$ cat src/rtl/lkfifo_pkg.sv
package lkfifo_pkg;
    // Operation applied to the set in one cycle, after priority resolution
    typedef enum logic [2:0] {
        OP_IDLE,
        OP_INV,
        OP_FILL,
        OP_UNLOCK,
        OP_MARK
    } set_op_e;
endpackage

$ cat src/rtl/lkfifo_addr_window.sv
module lkfifo_addr_window #(
    parameter int ADDR_W = 16
) (
    input  logic              enable,
    input  logic [ADDR_W-1:0] addr,
    input  logic [ADDR_W-1:0] base,
    input  logic [ADDR_W-1:0] size,
    output logic              hit
);
    // One extra bit so that base + size never wraps
    logic [ADDR_W:0] limit;

    assign limit = {1'b0, base} + {1'b0, size};
    assign hit   = enable && (addr >= base) && ({1'b0, addr} < limit);
endmodule

$ cat src/rtl/lkfifo_victim_pick.sv
module lkfifo_victim_pick #(
    parameter int WAYS  = 8,
    parameter int IDX_W = 3,
    parameter int AGE_W = 3
) (
    input  logic [WAYS-1:0]       active,
    input  logic [WAYS-1:0]       valid,
    input  logic [WAYS-1:0]       lock,
    input  logic [WAYS*AGE_W-1:0] age_flat,
    output logic [IDX_W-1:0]      way,
    output logic                  none,
    output logic                  free_found
);
    logic             old_found;
    logic [AGE_W-1:0] best_age;

    always_comb begin
        free_found = 1'b0;
        old_found  = 1'b0;
        best_age   = '0;
        way        = '0;
        // Scan downwards so that the lowest free index wins
        for (int w = WAYS - 1; w >= 0; w--) begin
            if (active[w] && !valid[w]) begin
                free_found = 1'b1;
                way        = IDX_W'(w);
            end
        end
        if (!free_found) begin
            // Strictly greater keeps the lowest index on equal ages
            for (int w = 0; w < WAYS; w++) begin
                if (active[w] && !lock[w] &&
                    (!old_found || age_flat[w*AGE_W +: AGE_W] > best_age)) begin
                    old_found = 1'b1;
                    best_age  = age_flat[w*AGE_W +: AGE_W];
                    way       = IDX_W'(w);
                end
            end
        end
        none = !free_found && !old_found;
    end
endmodule

$ cat src/rtl/lkfifo_way_repl.sv
module lkfifo_way_repl
    import lkfifo_pkg::*;
#(
    parameter int ADDR_W   = 16,
    parameter int MAX_WAYS = 8,
    localparam int IDX_W   = $clog2(MAX_WAYS),
    localparam int AGE_W   = IDX_W
) (
    input  logic                      clk,
    input  logic                      rst_n,
    input  logic                      mode_eight,
    input  logic                      fill_req,
    input  logic [ADDR_W-1:0]         fill_addr,
    input  logic                      fill_dirty,
    input  logic                      mark_req,
    input  logic [IDX_W-1:0]          mark_way,
    input  logic                      unlock_req,
    input  logic [ADDR_W-1:0]         unlock_addr,
    input  logic [ADDR_W-1:0]         unlock_size,
    input  logic                      inv_all,
    input  logic                      lk0_en,
    input  logic [ADDR_W-1:0]         lk0_base,
    input  logic [ADDR_W-1:0]         lk0_size,
    input  logic                      lk1_en,
    input  logic [ADDR_W-1:0]         lk1_base,
    input  logic [ADDR_W-1:0]         lk1_size,
    output logic [IDX_W-1:0]          victim_way,
    output logic                      victim_dirty,
    output logic                      victim_none,
    output logic [MAX_WAYS-1:0]       way_valid,
    output logic [MAX_WAYS-1:0]       way_dirty,
    output logic [MAX_WAYS-1:0]       way_locked,
    output logic [MAX_WAYS*AGE_W-1:0] way_age
);
    localparam int NUM_WIN   = 2;
    localparam int HALF_WAYS = MAX_WAYS / 2;

    typedef struct packed {
        logic [MAX_WAYS-1:0]              valid;
        logic [MAX_WAYS-1:0]              dirty;
        logic [MAX_WAYS-1:0]              lock;
        logic [MAX_WAYS-1:0][AGE_W-1:0]   age;
        logic [MAX_WAYS-1:0][ADDR_W-1:0]  tag;
    } set_state_t;

    set_state_t st_d, st_q;
    set_op_e    op;

    logic [MAX_WAYS-1:0] active;
    logic [MAX_WAYS-1:0] unl_hit;
    logic [NUM_WIN-1:0]  win_en;
    logic [NUM_WIN-1:0]  win_hit;
    logic [ADDR_W-1:0]   win_base [NUM_WIN];
    logic [ADDR_W-1:0]   win_size [NUM_WIN];
    logic [IDX_W-1:0]    pick_way;
    logic                pick_none;
    logic                pick_free;
    logic [AGE_W-1:0]    top_age;

    assign win_en      = {lk1_en, lk0_en};
    assign win_base[0] = lk0_base;
    assign win_base[1] = lk1_base;
    assign win_size[0] = lk0_size;
    assign win_size[1] = lk1_size;

    // Lock windows, checked against the fill address
    for (genvar g = 0; g < NUM_WIN; g++) begin : g_win
        lkfifo_addr_window #(.ADDR_W(ADDR_W)) win_i (
            .enable (win_en[g]),
            .addr   (fill_addr),
            .base   (win_base[g]),
            .size   (win_size[g]),
            .hit    (win_hit[g])
        );
    end

    // Per-way active mask and unlock range match
    for (genvar w = 0; w < MAX_WAYS; w++) begin : g_way
        assign active[w] = mode_eight || (w < HALF_WAYS);
        lkfifo_addr_window #(.ADDR_W(ADDR_W)) unl_i (
            .enable (1'b1),
            .addr   (st_q.tag[w]),
            .base   (unlock_addr),
            .size   (unlock_size),
            .hit    (unl_hit[w])
        );
    end

    lkfifo_victim_pick #(.WAYS(MAX_WAYS), .IDX_W(IDX_W), .AGE_W(AGE_W)) pick_i (
        .active     (active),
        .valid      (st_q.valid),
        .lock       (st_q.lock),
        .age_flat   (st_q.age),
        .way        (pick_way),
        .none       (pick_none),
        .free_found (pick_free)
    );

    // Operation priority: invalidate, fill, unlock, mark
    always_comb begin
        if (inv_all)         op = OP_INV;
        else if (fill_req)   op = OP_FILL;
        else if (unlock_req) op = OP_UNLOCK;
        else if (mark_req)   op = OP_MARK;
        else                 op = OP_IDLE;
    end

    always_comb begin
        st_d    = st_q;
        top_age = mode_eight ? AGE_W'(MAX_WAYS - 1) : AGE_W'(HALF_WAYS - 1);
        case (op)
            OP_INV: st_d.valid = '0;
            OP_FILL: begin
                if (!pick_none) begin
                    for (int w = 0; w < MAX_WAYS; w++) begin
                        if (active[w] && st_q.valid[w] && !st_q.lock[w] &&
                            IDX_W'(w) != pick_way && st_q.age[w] < top_age) begin
                            st_d.age[w] = st_q.age[w] + 1'b1;
                        end
                    end
                    st_d.valid[pick_way] = 1'b1;
                    st_d.dirty[pick_way] = fill_dirty;
                    st_d.lock[pick_way]  = |win_hit;
                    st_d.age[pick_way]   = '0;
                    st_d.tag[pick_way]   = fill_addr;
                end
            end
            OP_UNLOCK: begin
                for (int w = 0; w < MAX_WAYS; w++) begin
                    if (st_q.valid[w] && unl_hit[w]) st_d.lock[w] = 1'b0;
                end
            end
            OP_MARK: begin
                if (st_q.valid[mark_way] && active[mark_way]) st_d.dirty[mark_way] = 1'b1;
            end
            default: ;
        endcase
    end

    always_ff @(posedge clk) begin
        if (!rst_n) st_q <= '0;
        else        st_q <= st_d;
    end

    assign victim_way   = pick_way;
    assign victim_none  = pick_none;
    assign victim_dirty = !pick_none && !pick_free && st_q.dirty[pick_way];
    assign way_valid    = st_q.valid;
    assign way_dirty    = st_q.dirty;
    assign way_locked   = st_q.lock;
    assign way_age      = st_q.age;

    a_r1_low_ways_only: assert property (@(posedge clk) disable iff (!rst_n)
        (fill_req && !mode_eight && !victim_none) |-> (victim_way < IDX_W'(HALF_WAYS)));

    a_r2_free_first: assert property (@(posedge clk) disable iff (!rst_n)
        (fill_req && |(active & ~st_q.valid)) |-> !st_q.valid[victim_way]);

    a_r3_fill_youngest: assert property (@(posedge clk) disable iff (!rst_n)
        (fill_req && !inv_all && !victim_none) |=>
        (st_q.valid[$past(victim_way)] && st_q.age[$past(victim_way)] == '0));

    a_r6_lock_hold: assert property (@(posedge clk) disable iff (!rst_n)
        (!fill_req && !unlock_req) |=> $stable(way_locked));

    a_r8_none_only_all_locked: assert property (@(posedge clk) disable iff (!rst_n)
        victim_none |-> ((st_q.valid & st_q.lock & active) == active));

    a_r9_inv_clears: assert property (@(posedge clk) disable iff (!rst_n)
        inv_all |=> (way_valid == '0));
endmodule

$ cat config.mk
export PLATFORM = sky130hd
export DESIGN_NAME = lkfifo_way_repl
export DESIGN_NICKNAME = d
export VERILOG_FILES = /design/src/rtl/lkfifo_pkg.sv /design/src/rtl/lkfifo_addr_window.sv /design/src/rtl/lkfifo_victim_pick.sv /design/src/rtl/lkfifo_way_repl.sv
export SDC_FILE = /design/constraint.sdc
export NUM_CORES = 1
export LEC_CHECK = 0
export BUFFER_PORTS_ARGS = -buffer_cell sky130_fd_sc_hd__buf_4
export CAP_MARGIN = 0
export CELL_PAD_IN_SITES_DETAIL_PLACEMENT = 2
export CELL_PAD_IN_SITES_GLOBAL_PLACEMENT = 2
export CORE_ASPECT_RATIO = 2
export CORE_MARGIN = 1.5
export CORE_UTILIZATION = 33
export DETAILED_ROUTE_END_ITERATION = 10
export PLACE_DENSITY_LB_ADDON = 0.1
export SYNTH_ARGS = -nofsm -noshare
export SYNTH_HDL_FRONTEND = slang
export SYNTH_SLANG_ARGS = --single-unit
$ cat constraint.sdc
create_clock -name clk -period 11.1 [get_ports clk]
set_clock_uncertainty 0.2 [all_clocks]
set_input_delay 2.22 -clock clk [delete_from_list [all_inputs] [get_ports clk]]
set_output_delay 2.22 -clock clk [all_outputs]
set_load 0.02 [all_outputs]
==> Yosys cells after proc, flatten, opt, wreduce, memory -nomap -nowiden <==
Index checks and enable logic that the tools add are counted.
{ "classes": {"n_addsub": 11, "n_lt_le_gt_ge": 39, "n_eq_ne": 21, "n_mux": 114, "bitwise_logic": 5, "n_reduce_logical": 114} }
{ "ops": {"columns": ["op", "n"], "rows": [
  ["$mux 3", 61],
  ["$mux 176", 1],
  ["$lt 16x17->1", 10],
  ["$ge 16x16->1", 10],
  ["$bwmux 128", 1],
  ["$logic_and 1x1->1", 69],
  ["$add 16x16->17", 3],
  ["$demux 16 s3", 1],
  ["$pmux 8 s2", 3],
  ["$mux 1", 37],
  ["$reduce_and 3->1", 9],
  ["$add 3x1->3 const B", 8],
  ["$and 24x24->24", 1],
  ["$lt 3x3->1", 8],
  ["$not 24->24", 1],
  ["$logic_not 1->1", 22],
  ["$gt 3x3->1", 7],
  ["$ne 2x2->1 const B", 10],
  ["$bwmux 8", 2],
  ["$mux 16", 1],
  ["$or 8x8->8", 2],
  ["$ne 3x3->1 const A", 4],
  ["$bmux 1 s3", 3],
  ["$demux 3 s3", 1],
  ["15 further kinds", 29]
]} }
{ "totals": {"register_bits": 176, "input_bits": 125, "output_inout_bits": 53, "word_cells": 330} }

==> Depth between registers and ports, before layout <==
Gate-level depths: netlist of run 1.
{ "logic_depth": {"word_depth": 55, "ltp_mapped": 51, "ltp_nobuf": 47} }

==> Modules after synthesis <==
A second synthesis of run 1 with hierarchy kept.
{ "unflattened": {"cells_unflattened": 3094, "hier_area_um2": 24522.3} }
{ "modules_own_cells": {"columns": ["module", "n_inst", "cells_per_inst", "area_per_inst_um2", "seq_area_each_um2"], "rows": [
  ["lkfifo_addr_window", 10, 193, 1485.2, 0.0],
  ["lkfifo_way_repl", 1, 995, 8450.6, 3523.4],
  ["lkfifo_victim_pick", 1, 169, 1219.9, 0.0]
]} }

==> Least setup slack after synthesis of run 1 <==
Ideal clock, no wire load.
{ "synth_path": {"path_type": "register -> output", "startpoint": "register st_q (netlist bit way_locked[0])", "endpoint": "output victim_dirty", "arrival_time_ns": 9.787, "t_required_ns": 8.680, "slack_ns": -1.107, "path_stages_with_launch": 44, "path_buffers": 2, "cell_sequence": "dfxtp_1 > buf_2 > nand2b_1 > ha_1 > a21oi_1 > a32oi_1 > o21bai_1 > mux2_2 > ha_1 > nand3b_1 > a32o_1 > a21oi_2 > mux2_2 > ha_1 > nand3b_1 > a32o_1 > a21oi_1 > mux2_2 > [... 8 more ...] > a21oi_4 > mux2i_1 > ha_1 > a21oi_1 > a32oi_1 > o21ai_4 > mux2_2 > ha_1 > nand2_1 > o21ai_0 > a21oi_1 > a21oi_2 > a311oi_4 > inv_4 > buf_6 > nand3_1 > o221ai_1 > nor3_1"} }
{ "synth_via": {"word_cells_on_any_way": 74, "cone_classes": "order compare (7); mux (41); reduce/logical (26)"} }
{ "synth_lines": {"columns": ["element", "line", "text"], "rows": [
  ["from (decl)", "lkfifo_way_repl.sv:46", "set_state_t st_d, st_q;"],
  ["from (signal assigned)", "lkfifo_way_repl.sv:142", "else st_q <= st_d;"],
  ["$mux 3 or $mux 1 (tied branches)", "lkfifo_victim_pick.sv:32", "if (active[w] && !lock[w] &&"],
  ["$mux 3 or $mux 1 (tied branches)", "lkfifo_victim_pick.sv:29", "if (!free_found) begin"],
  ["$gt 3x3->1 or $logic_not 1->1 (tied branches)", "lkfifo_victim_pick.sv:33", "(!old_found || age_flat[w*AGE_W +: AGE_W] > best_age)) begin"],
  ["$logic_or 1x1->1", "lkfifo_victim_pick.sv:33", null],
  ["$logic_and 1x1->1", "lkfifo_victim_pick.sv:32", null],
  ["$mux 3 or $mux 1 (tied branches)", "lkfifo_victim_pick.sv:32", null],
  ["$mux 3 or $mux 1 (tied branches)", "lkfifo_victim_pick.sv:29", null],
  ["$gt 3x3->1 or $logic_not 1->1 (tied branches)", "lkfifo_victim_pick.sv:33", null],
  ["[... 25 more ...]", null, null],
  ["$logic_or 1x1->1", "lkfifo_victim_pick.sv:33", null],
  ["$logic_and 1x1->1", "lkfifo_victim_pick.sv:32", null],
  ["$mux 3 *", "lkfifo_victim_pick.sv:32", null],
  ["$mux 3 *", "lkfifo_victim_pick.sv:29", null],
  ["via victim_way[1]", "lkfifo_way_repl.sv:27", "output logic [IDX_W-1:0] victim_way,"],
  ["$bmux 1 s3 *", "lkfifo_way_repl.sv:147", "assign victim_dirty = !pick_none && !pick_free && st_q.dirty[pick_way];"],
  ["$mux 1 (not written as such) *", "lkfifo_way_repl.sv:147", null],
  ["$logic_and 1x1->1 *", "lkfifo_way_repl.sv:147", null],
  ["to (decl)", "lkfifo_way_repl.sv:28", "output logic victim_dirty,"]
]} }
Mark *: on every way through the listed nets, which the timed path passes. The rest lies on a longest branch. The select of a mux whose other input is x is not followed.

==> Worst setup path in the final report of run 1 <==
{ "layout_path": {"startpoint": "register st_q (netlist bit way_locked[0])", "endpoint": "output victim_dirty"} }
{ "layout_via": {"elab_chain_cells": 42, "word_cells_on_any_way": 74, "cone_classes": "order compare (7); mux (41); reduce/logical (26)"} }
{ "layout_lines": {"columns": ["element", "line"], "rows": [
  ["branches (longest 41 deep; another with $gt 3x3->1)", null],
  ["$logic_and 1x1->1 *", "lkfifo_way_repl.sv:147"]
]} }
Mark *: on every way between the ends. The select of a mux whose other input is x is not followed.

==> impl_metrics.csv, run 1 <==
group,metric,value,unit
drt,ant_nets,0,
status,status,"finished, violations left",
synth,synth_edf_count,0,
floorplanning,die_w,164,µm
cts,cts_root_buf,"clkbuf_16",
pwr,leakagePower,0.00961,µW
cells_and_area,layout_commonest_cell,"ha_1",
drt,num_vias,17500,
cells_and_area,fillers,5865,
sta,finalCritPeriodShare,109,%
cts,cts.sinks,176,
cts,clockBufferDepth,2,
drt,routedWlPerCell,24.5,µm
cts,htree_num_levels,4,
pwr,finalPower,1950,µW
sta,rsz0062_at_grt,"yes",
sta,slew_headroom,23.2,%
cells_and_area,antenna_cells,0,
critical_path,worstSetupPathType,"reg2out",
synth,ys_warn_count,0,
place,post-place-ws,-0.722,ns
hold_path,hold_depth,2,
sta,fmax,82.3,MHz
drt,vias_per_cell,5.83,
drt,drt_pass1_iterations,4,
synth,postSynthCellCount,2118,
cells_and_area,syn2layout_area_growth,21.0,%
sta,period_minus_slack,12.15,ns
synth,synthFlopType,"dfxtp_1",
global_route,grt.total_usage,28.1,%
critical_path,rrSetupSlack,0.55,ns
cells_and_area,layout.nets,2862,
cts,cts_tree,"done",
synth,syn_nets,2641,
sta,setup_viol,4,
floorplanning,io-pin-count,178,
global_route,grt_antenna_before_repair,1,
drt,drt_iter0_markers,531,
synth,netlist_area,17100,µm²
synth,ys_types,93,
sta,finalHoldViolCount,0,
sta,holdWs,0.267,ns
place,dp_hpwl,60300,µm
critical_path,cp.arrival,9.73,ns
cells_and_area,layout_common_cells,"ha_1 (384), nand2_1 (307), a21oi_1 (281), buf_4 (271), dfxtp_1 (175)",
synth,syn_area_per_cell,8.09,µm²
critical_path,start_kind,"flip-flop",
cts,path_clk_slew,0.08,ns
cells_and_area,layout-drive-gt1-share,17.7,%
cts,hold_buffers,0,
floorplanning,dieArea,53400,µm²
cells_and_area,fin_util,40.6,%
critical_path,worstPathRequired,8.68,ns
global_route,globalRouteOverflowTotal,0,
synth,async_flop_share,0,%
synth,synth_top_area_cell,"ha_1",
synth,ys_ff_latch,176,
flow_run,cap_violations,0,
floorplanning,die_y,325,µm
critical_path,crit_path_top_delay_cell,"a211o_4",
cts,insertion_delay,0.48,ns
critical_path,reg2regPathDepth,47,
critical_path,setup.worst_path.end_class,"output port",
synth,yosysSeqAreaShare,20.6,%
status,violations,"negative setup slack",
floorplanning,core,51100,µm²
critical_path,crit_path_max_incr_delay,0.39,ns
hold_path,hold_class,"reg2reg",
cts,cts_buffers,17,
sta,maxSlewViolCount,0,
synth,synth_top_area_share,28.9,%
sta,tightestPinTransition,1.14,ns
synth,synth_area_leaders,"ha_1 (29%), dfxtp_1 (21%), a21oi_1 (8.4%), nand2_1 (6.8%), o21ai_0 (3.7%)",
sta,setup_ws,-1.05,ns
drt,drcViolationCount,0,
drt,routed_wl,73800,µm
place,gp_congestion,0.871,
floorplanning,row_count,117,
global_route,grt_pass1_vias,19900,
global_route,grt_pass1_wl,112000,µm
floorplanning,start_util,33.5,%
pwr,p_per_area,94.2,nW/µm²
place,port_buffers,177,
pwr,ir_drop,0.120,mV
global_route,grt_max_degree,57,
critical_path,cp_common_cell,"ha_4",
critical_path,worst-path-max-fanout,6,
sta,fin_setup_tns,-2.98,ns
[cells in the mapped netlist (9+ instances only)]
cell type	instances
inv_1	100
mux2_2	9
a2111oi_0	12
nand3_1	50
nor3_1	24
nand3b_1	10
nor2_1	79
clkbuf_1	45
a21o_1	42
ha_1	395
buf_2	21
a211o_1	12
xor2_1	20
a21oi_1	288
xnor2_1	19
o21a_1	18
o211ai_1	21
o21ai_0	126
a31oi_1	21
a211oi_1	20
mux2i_1	32
nor2b_1	21
nand2b_1	38
nand4_1	25
dfxtp_1	176
nand2_1	310
[power breakdown]
| group | switching (µW) | leakage [µW] | internal, µW |
|---|---|---|---|
| Sequential | 9.13 | 0.00142 | 638 |
| Clock | 294 | 0.000286 | 384 |
| Combinational | 384 | 0.00790 | 243 |
[critical path, delay by kind of cell (launching register included)]
kind                       cells  cell delay (ns)
muxes                          7             2.14
AOI/OAI and AO/OA             19             3.66
and+or+nand+nor                8             1.04
buffers and inverters          3             0.40
DFF                            1             0.37
adders and majority gates      7             1.66
[sequential cells by signal, summed over array words and instances, names as in the netlist]
signal,count
way_dirty,8
way_locked,8
way_age,24
st_q,128
way_valid,8
[repair_timing]
action                     4_1_cts  5_1_grt
setup endpoints to repair        4       38
pin swaps                       23        5
resized for setup               22       21
hold endpoints to repair         0        0
buffers inserted                 9        5
[area by class of cell]
class	instances	area [µm²]	share of cell area, %
repair buffers	279	2140	10.3
flip-flops and latches	176	3530	17.0
well taps	654	818	3.95
inverters	103	399	1.93
clock inverters	12	183	0.881
clock buffers	20	447	2.16
multi-input cells	1762	13200	63.7
[logic make-up (layout without fill, tap and decap cells)]
family | after synthesis | in the layout | synth area share (%)
AOI/OAI and AO/OA | 653 | 653 | 23.7
xor gates and xnor gates | 39 | 39 | 1.99
adders and majority gates | 398 | 398 | 29.2
buffers and inverters | 180 | 414 | 4.49
DFF | 176 | 176 | 20.6
muxes | 41 | 41 | 2.46
and+or+nand+nor | 631 | 631 | 17.5
[metal layers]
layer | track usage, % | routed length [µm] | up-vias | part of all wire (%)
met1 | 23.0 | 22900 | 8658 | 31
met3 | 2.50 | 1650 | 233 | 2.2
met4 | 20.8 | 6080 | 0 | 8.2
met2 | 58.4 | 43100 | 439 | 58
met5 | 0 | 0 | - | 0
li1 | - | - | 8188 | -
[final timing paths]
kind,from,endpoint
setup / recovery,way_locked[0],victim_dirty
hold / removal,st_q[64],st_q[64]
setup reg to reg,way_locked[0],st_q[58]
hold reg to reg,st_q[64],st_q[64]
[metrics by stage]
stage | instance area, µm² | instances
global route | 20700 | 3006
detailed placement | 19800 | 2960
global placement | 19800 | 2960
CTS | 20600 | 3001
finish | 20700 | 3006
floorplan | 17400 | 2118
No activity file was read; power rests on OpenSTA's default activity.
==> run 2, diff against run 1 <==
Settings changed: ABC_AREA set to 1, CORE_UTILIZATION 33 to 31.
==> run 2 against run 1 <==
- sequential power barely moved
- utilization fell by 2.8 points
- worst hold slack improved by 0.012 ns
- the run now ends clean
- largest power group is now combinational cells
- register-to-register slack improved by 1.3 ns
- global-route usage fell by 0.75 points
- highest routed layer unchanged
- critical path type unchanged
==> impl_metrics.csv, run 2 <==
group,metric,value,unit
cells_and_area,layout-drive-gt1-share,14.4,%
cts,hold_buffers,0,
floorplanning,dieArea,58100,µm²
sta,setup_viol,0,
hold_path,hp-start,"st_q[44]",
pwr,finalPower,2370,µW
place,post-place-ws,-0.370,ns
global_route,use_met2,57.4,%
critical_path,worstSetupPathType,"reg2out",
cells_and_area,fillers,6767,
hold_path,hold_class,"reg2reg",
flow_run,cap_violations,0,
floorplanning,core,56000,µm²
sta,fmax,92.0,MHz
cts,htree_num_levels,4,
synth,postSynthCellCount,2503,
pwr,p_per_area,112,nW/µm²
critical_path,setup.worst_path.end_class,"output port",
cts,clockBufferDepth,2,
drt,num_vias,19000,
cells_and_area,layout.nets,3238,
critical_path,rrSetupSlack,1.83,ns
place,port_buffers,177,
floorplanning,io-pin-count,178,
sta,slew_headroom,31.1,%
pwr,leakagePower,0.0104,µW
synth,netlist_area,17500,µm²
critical_path,cp_common_cell,"nand2_2",
floorplanning,die_w,171,µm
global_route,grt_pass1_wl,119000,µm
cells_and_area,ff_latch_area,3520,µm²
synth,synth_top_area_share,28.2,%
status,status,"finished, final reports clean",
global_route,top_usage_layer,"met2",
synth,synthFlopType,"dfxtp_1",
critical_path,start_kind,"flip-flop",
drt,drt_iter0_markers,537,
global_route,grt.total_usage,27.3,%
global_route,grt_pass1_vias,21000,
cts,path_clk_slew,0.08,ns
drt,ant_nets,0,
sta,fin_setup_tns,0,ns
floorplanning,row_count,123,
sta,finalHoldViolCount,0,
synth,syn_nets,3026,
global_route,globalRouteOverflowTotal,0,
cts,cts_buffers,17,
synth,synth_top_area_cell,"ha_1",
sta,tightestPinTransition,1.03,ns
cells_and_area,layout_common_cells,"nand2_1 (445), ha_1 (383), a21oi_1 (345), nor2_1 (254), buf_4 (241)",
sta,maxSlewViolCount,0,
synth,synth_edf_count,0,
hold_path,hold_depth,2,
drt,drt_pass1_iterations,5,
cells_and_area,layout_commonest_cell,"nand2_1",
critical_path,reg2regPathDepth,60,
hold_path,hold_path_end,"st_q[44]",
sta,rsz0062_at_grt,"yes",
cells_and_area,regMostFlops,"st_q",
critical_path,worstPathRequired,8.68,ns
synth,yosysSeqAreaShare,20.1,%
global_route,met3_usage,2.67,%
drt,routedWlPerCell,22.9,µm
critical_path,cp.arrival,8.45,ns
cells_and_area,multi_input_comb_area,13300,µm²
place,dp_hpwl,65200,µm
sta,setup_ws,0.232,ns
floorplanning,die_y,339,µm
synth,ys_types,48,
drt,drcViolationCount,0,
cts,insertion_delay,0.47,ns
critical_path,crit_path_max_incr_delay,0.41,ns
sta,finalCritPeriodShare,97.9,%
global_route,gr-usage-met1,23.2,%
critical_path,r2r-start,"way_age[2]",
cts,cts_tree,"done",
synth,synth_area_leaders,"ha_1 (28%), dfxtp_1 (20%), nand2_1 (10%), a21oi_1 (9.9%), nor2_1 (5.5%)",
sta,period_minus_slack,10.87,ns
synth,async_flop_share,0,%
cells_and_area,antenna_cells,0,
synth,ys_warn_count,0,
floorplanning,start_util,31.3,%
place,gp_congestion,0.873,
cells_and_area,syn2layout_area_growth,20.7,%
cts,cts_root_buf,"clkbuf_16",
pwr,ir_drop,0.0980,mV
cells_and_area,fin_util,37.8,%
drt,routed_wl,79700,µm
synth,syn_area_per_cell,7.00,µm²
critical_path,r2r-end,"st_q[48]",
synth,ys_ff_latch,176,
global_route,grt_antenna_before_repair,0,
drt,vias_per_cell,5.45,
critical_path,worst-path-max-fanout,6,
global_route,grt_max_degree,82,
cells_and_area,largest_register_ffs,128,
synth,synth_most_common_cell,"nand2_1",
critical_path,crit_path_top_delay_cell,"dfxtp_1",
cts,cts.sinks,176,
synth,synthTopCellsByCount,"nand2_1 (479), ha_1 (395), a21oi_1 (348), nor2_1 (256), inv_1 (242)",
run 2: changes by cell type in the layout (fill, tap and decap cells not counted), sizes merged, moves of 21 or more:
cell / change
nand2b: -39
nand2: +176
o21ai: +43
nor2: +177
nor3: +27
nor2b: -21
buf: -35
inv: +150
a21o: -41
nand3: +83
mux2i: -32
a21oi: +59
run 2: stage by stage:
stage	area, µm²	hold slack (ns)	instances
floorplan	17500	0.245	2503
global placement	20000	0.263	3427
detailed placement	20000	0.272	3427
CTS	20600	0.283	3460
global route	21200	0.302	3477
finish	21200	0.280	3477
run 2: how the worst max path moves through the flow:
stage                        from  depth (start not counted)  slack [ns]           end
floorplan           way_locked[0]                         67        0.74  victim_dirty
global placement    way_locked[0]                         65        0.21  victim_dirty
detailed placement  way_locked[0]                         68       -0.37  victim_dirty
CTS                 way_locked[0]                         69       0.007  victim_dirty
global route           way_age[2]                         67       -0.28  victim_dirty
finish                 way_age[2]                         66        0.23  victim_dirty
run 2: cells by family (layout without fill, tap and decap cells):
group	after synthesis	in the layout	share of synthesized area, %
and+or+nand+nor	979	979	23.8
xor gates and xnor gates	50	50	2.50
buffers and inverters	307	531	6.88
DFF	176	176	20.1
AOI/OAI and AO/OA	593	593	18.2
adders and majority gates	398	398	28.5
run 2: where the power goes:
group / total (µW) / switching (µW) / internal (µW)
logic: 1050 / 650 / 400
clock network: 666 / 294 / 372
registers: 649 / 9.37 / 640
run 2: what timing repair did:
action / in CTS / in global routing
resized for setup: 37 / 85
endpoints found under the setup margin: 4 / 4
buffers inserted: 2 / 17
pin swaps: 12 / 58
run 2: worst max-delay path, delay by kind of cell (launching register included):
family	cells	cell delay [ns]
compound gates	13	1.53
buf+inv	5	0.60
flops	1	0.41
fa+ha+maj	7	2.12
simple gates	41	3.31
run 2: final cells by class:
cell class	instances	share of cell area, %
Multi-Input combinational cell	2020	62.7
Sequential cell	176	16.7
Timing Repair Buffer	244	8.71
Inverter	256	4.59
Tap cell	750	4.44
Clock buffer	22	2.24
Clock inverter	9	0.627
run 2: metal layers:
metal / wire [µm] / share of wire [%]
met3: 1640 / 2.1
met4: 5550 / 7.0
met2: 46300 / 58
met5: 0 / 0
met1: 26100 / 33
==> run 3, diff against run 2 <==
Settings changed: REMOVE_ABC_BUFFERS set to 1.
==> run 3 against run 2 <==
- sequential cell count is the same
- sequential power hardly changed
- highest routed layer unchanged
- non-clock buffer count shrank 32
- combinational power fell by 11%
- critical path depth rose by 1
- worst hold slack gained 0.0033 ns
- largest cell class unchanged
- routed wire length rose by 3.5%
- total power fell by 4.7%
- utilization is 0.86 points lower
- first-iteration DRC count down 4.5%
==> impl_metrics.csv, run 3 (same netlist as run 2, synthesis figures left out) <==
group,metric,value,unit
cts,insertion_delay,0.47,ns
critical_path,setup.worst_path.end_class,"output port",
sta,rsz0062_at_grt,"yes",
floorplanning,dieArea,58100,µm²
global_route,grt_max_degree,86,
cts,cts.sinks,176,
drt,num_vias,19000,
floorplanning,start_util,31.3,%
status,status,"finished, final reports clean",
global_route,grt_pass1_wl,123000,µm
place,dp_hpwl,67800,µm
cells_and_area,fillers,6825,
cts,clockBufferDepth,2,
pwr,p_per_area,109,nW/µm²
floorplanning,die_y,339,µm
floorplanning,row_count,123,
cts,path_clk_slew,0.08,ns
critical_path,cp.arrival,8.38,ns
cts,cts_tree,"done",
drt,routedWlPerCell,23.9,µm
critical_path,worstPathRequired,8.68,ns
sta,tightestPinTransition,1.13,ns
cells_and_area,layout.nets,3206,
sta,slew_headroom,24.7,%
floorplanning,core,56000,µm²
critical_path,worstSetupPathType,"reg2out",
drt,routed_wl,82400,µm
global_route,grt_pass1_vias,21500,
place,gp_congestion,0.866,
pwr,finalPower,2250,µW
pwr,leakagePower,0.0101,µW
global_route,grt.total_usage,28.7,%
sta,fin_setup_tns,0,ns
critical_path,worst-path-max-fanout,8,
cts,htree_num_levels,4,
cells_and_area,layout-drive-gt1-share,12.4,%
hold_path,hold_class,"reg2reg",
global_route,globalRouteOverflowTotal,0,
global_route,grt_antenna_before_repair,0,
cells_and_area,regMostFlops,"st_q",
cells_and_area,syn2layout_area_growth,17.9,%
drt,vias_per_cell,5.50,
sta,setup_ws,0.296,ns
sta,fmax,92.6,MHz
sta,finalHoldViolCount,0,
drt,drt_iter0_markers,513,
flow_run,cap_violations,0,
critical_path,crit_path_max_incr_delay,0.33,ns
critical_path,start_kind,"flip-flop",
sta,holdWs,0.283,ns
cts,cts_buffers,17,
cts,cts_root_buf,"clkbuf_16",
drt,ant_nets,0,
drt,drcViolationCount,0,
pwr,ir_drop,0.118,mV
cells_and_area,antenna_cells,0,
floorplanning,io-pin-count,178,
floorplanning,die_w,171,µm
place,port_buffers,177,
sta,finalCritPeriodShare,97.3,%
cells_and_area,layout_common_cells,"nand2_1 (456), ha_1 (388), a21oi_1 (346), nor2_1 (254), inv_1 (239)",
cells_and_area,largest_register_ffs,128,
place,post-place-ws,-0.586,ns
critical_path,crit_path_top_delay_cell,"ha_1",
drt,drt_pass1_iterations,4,
sta,period_minus_slack,10.80,ns
cells_and_area,layout_commonest_cell,"nand2_1",
sta,setup_viol,0,
critical_path,cp_common_cell,"nand2_1",
sta,maxSlewViolCount,0,
-- run 3: changes by cell type in the layout (fill, tap and decap cells not counted), moves of 3 or more --
cell	delta
o21ai_1	+3
xnor2_1	+4
nand2_2	-5
ha_1	+5
o21ai_4	-7
nand2_4	-6
buf_4	-30
ha_4	-5
o21ai_0	+3
nand2_1	+11
xnor2_2	-4
-- run 3: metal layers --
layer  GRT usage (%)  routed length, µm  up-vias  part of all wire (%)
li1                -                  -     8963                     -
met1            23.1              25200     9360                    31
met2            59.7              48100      412                    58
met3            2.65               1710      217                   2.1
met4            23.1               7440        0                   9.0
met5               0                  0        -                     0
-- run 3: final cells by class --
type | instances | area, µm² | area share, %
Clock buffer | 22 | 484 | 2.34
Tap cell | 750 | 938 | 4.54
Multi-Input combinational cell | 2020 | 13000 | 63.0
Sequential cell | 176 | 3520 | 17.0
Clock inverter | 9 | 131 | 0.636
Timing Repair Buffer | 212 | 1600 | 7.72
Inverter | 256 | 971 | 4.70
-- run 3: repair_timing --
action | 4_1_cts | 5_1_grt
hold buffers | 0 | 0
endpoints found under the setup margin | 4 | 4
buffers inserted | 5 | 8
endpoints found under the hold margin | 0 | 0
resized for setup | 37 | 40
pin swaps | 16 | 20
-- run 3: worst max-delay path, delay by kind of cell (launching register included) --
| family | cells | cell delay (ns) |
|---|---|---|
| AO/OA/AOI/OAI | 16 | 1.73 |
| adder cells (fa/ha/maj) | 7 | 2.19 |
| flip-flops | 1 | 0.32 |
| buffers and inverters | 4 | 0.39 |
| AND/OR/NAND/NOR | 40 | 3.29 |
-- run 3: where the power goes --
| group | switching (µW) | total (µW) | leakage (µW) | internal [µW] |
|---|---|---|---|---|
| clock | 296 | 673 | 0.000294 | 377 |
| combinational | 603 | 931 | 0.00842 | 328 |
| sequential | 10.5 | 650 | 0.00142 | 640 |
-- run 3: final timing paths --
path	from	to	slack (ns)	depth (start not counted)
hold / removal	st_q[1]	st_q[1]	0.28	2
setup / recovery	way_locked[0]	victim_dirty	0.30	67
hold reg to reg	st_q[1]	st_q[1]	0.28	2
setup reg to reg	way_locked[0]	st_q[42]	1.67	65
-- run 3: stage by stage --
step	utilization [%]	std cells	area, µm²
3_3_place_gp	35.2	3401	19700
3_5_place_dp	35.2	3401	19700
6_report	36.9	3445	20700
5_1_grt	36.9	3445	20700
4_1_cts	36.5	3437	20500
2_1_floorplan	-	2452	17300
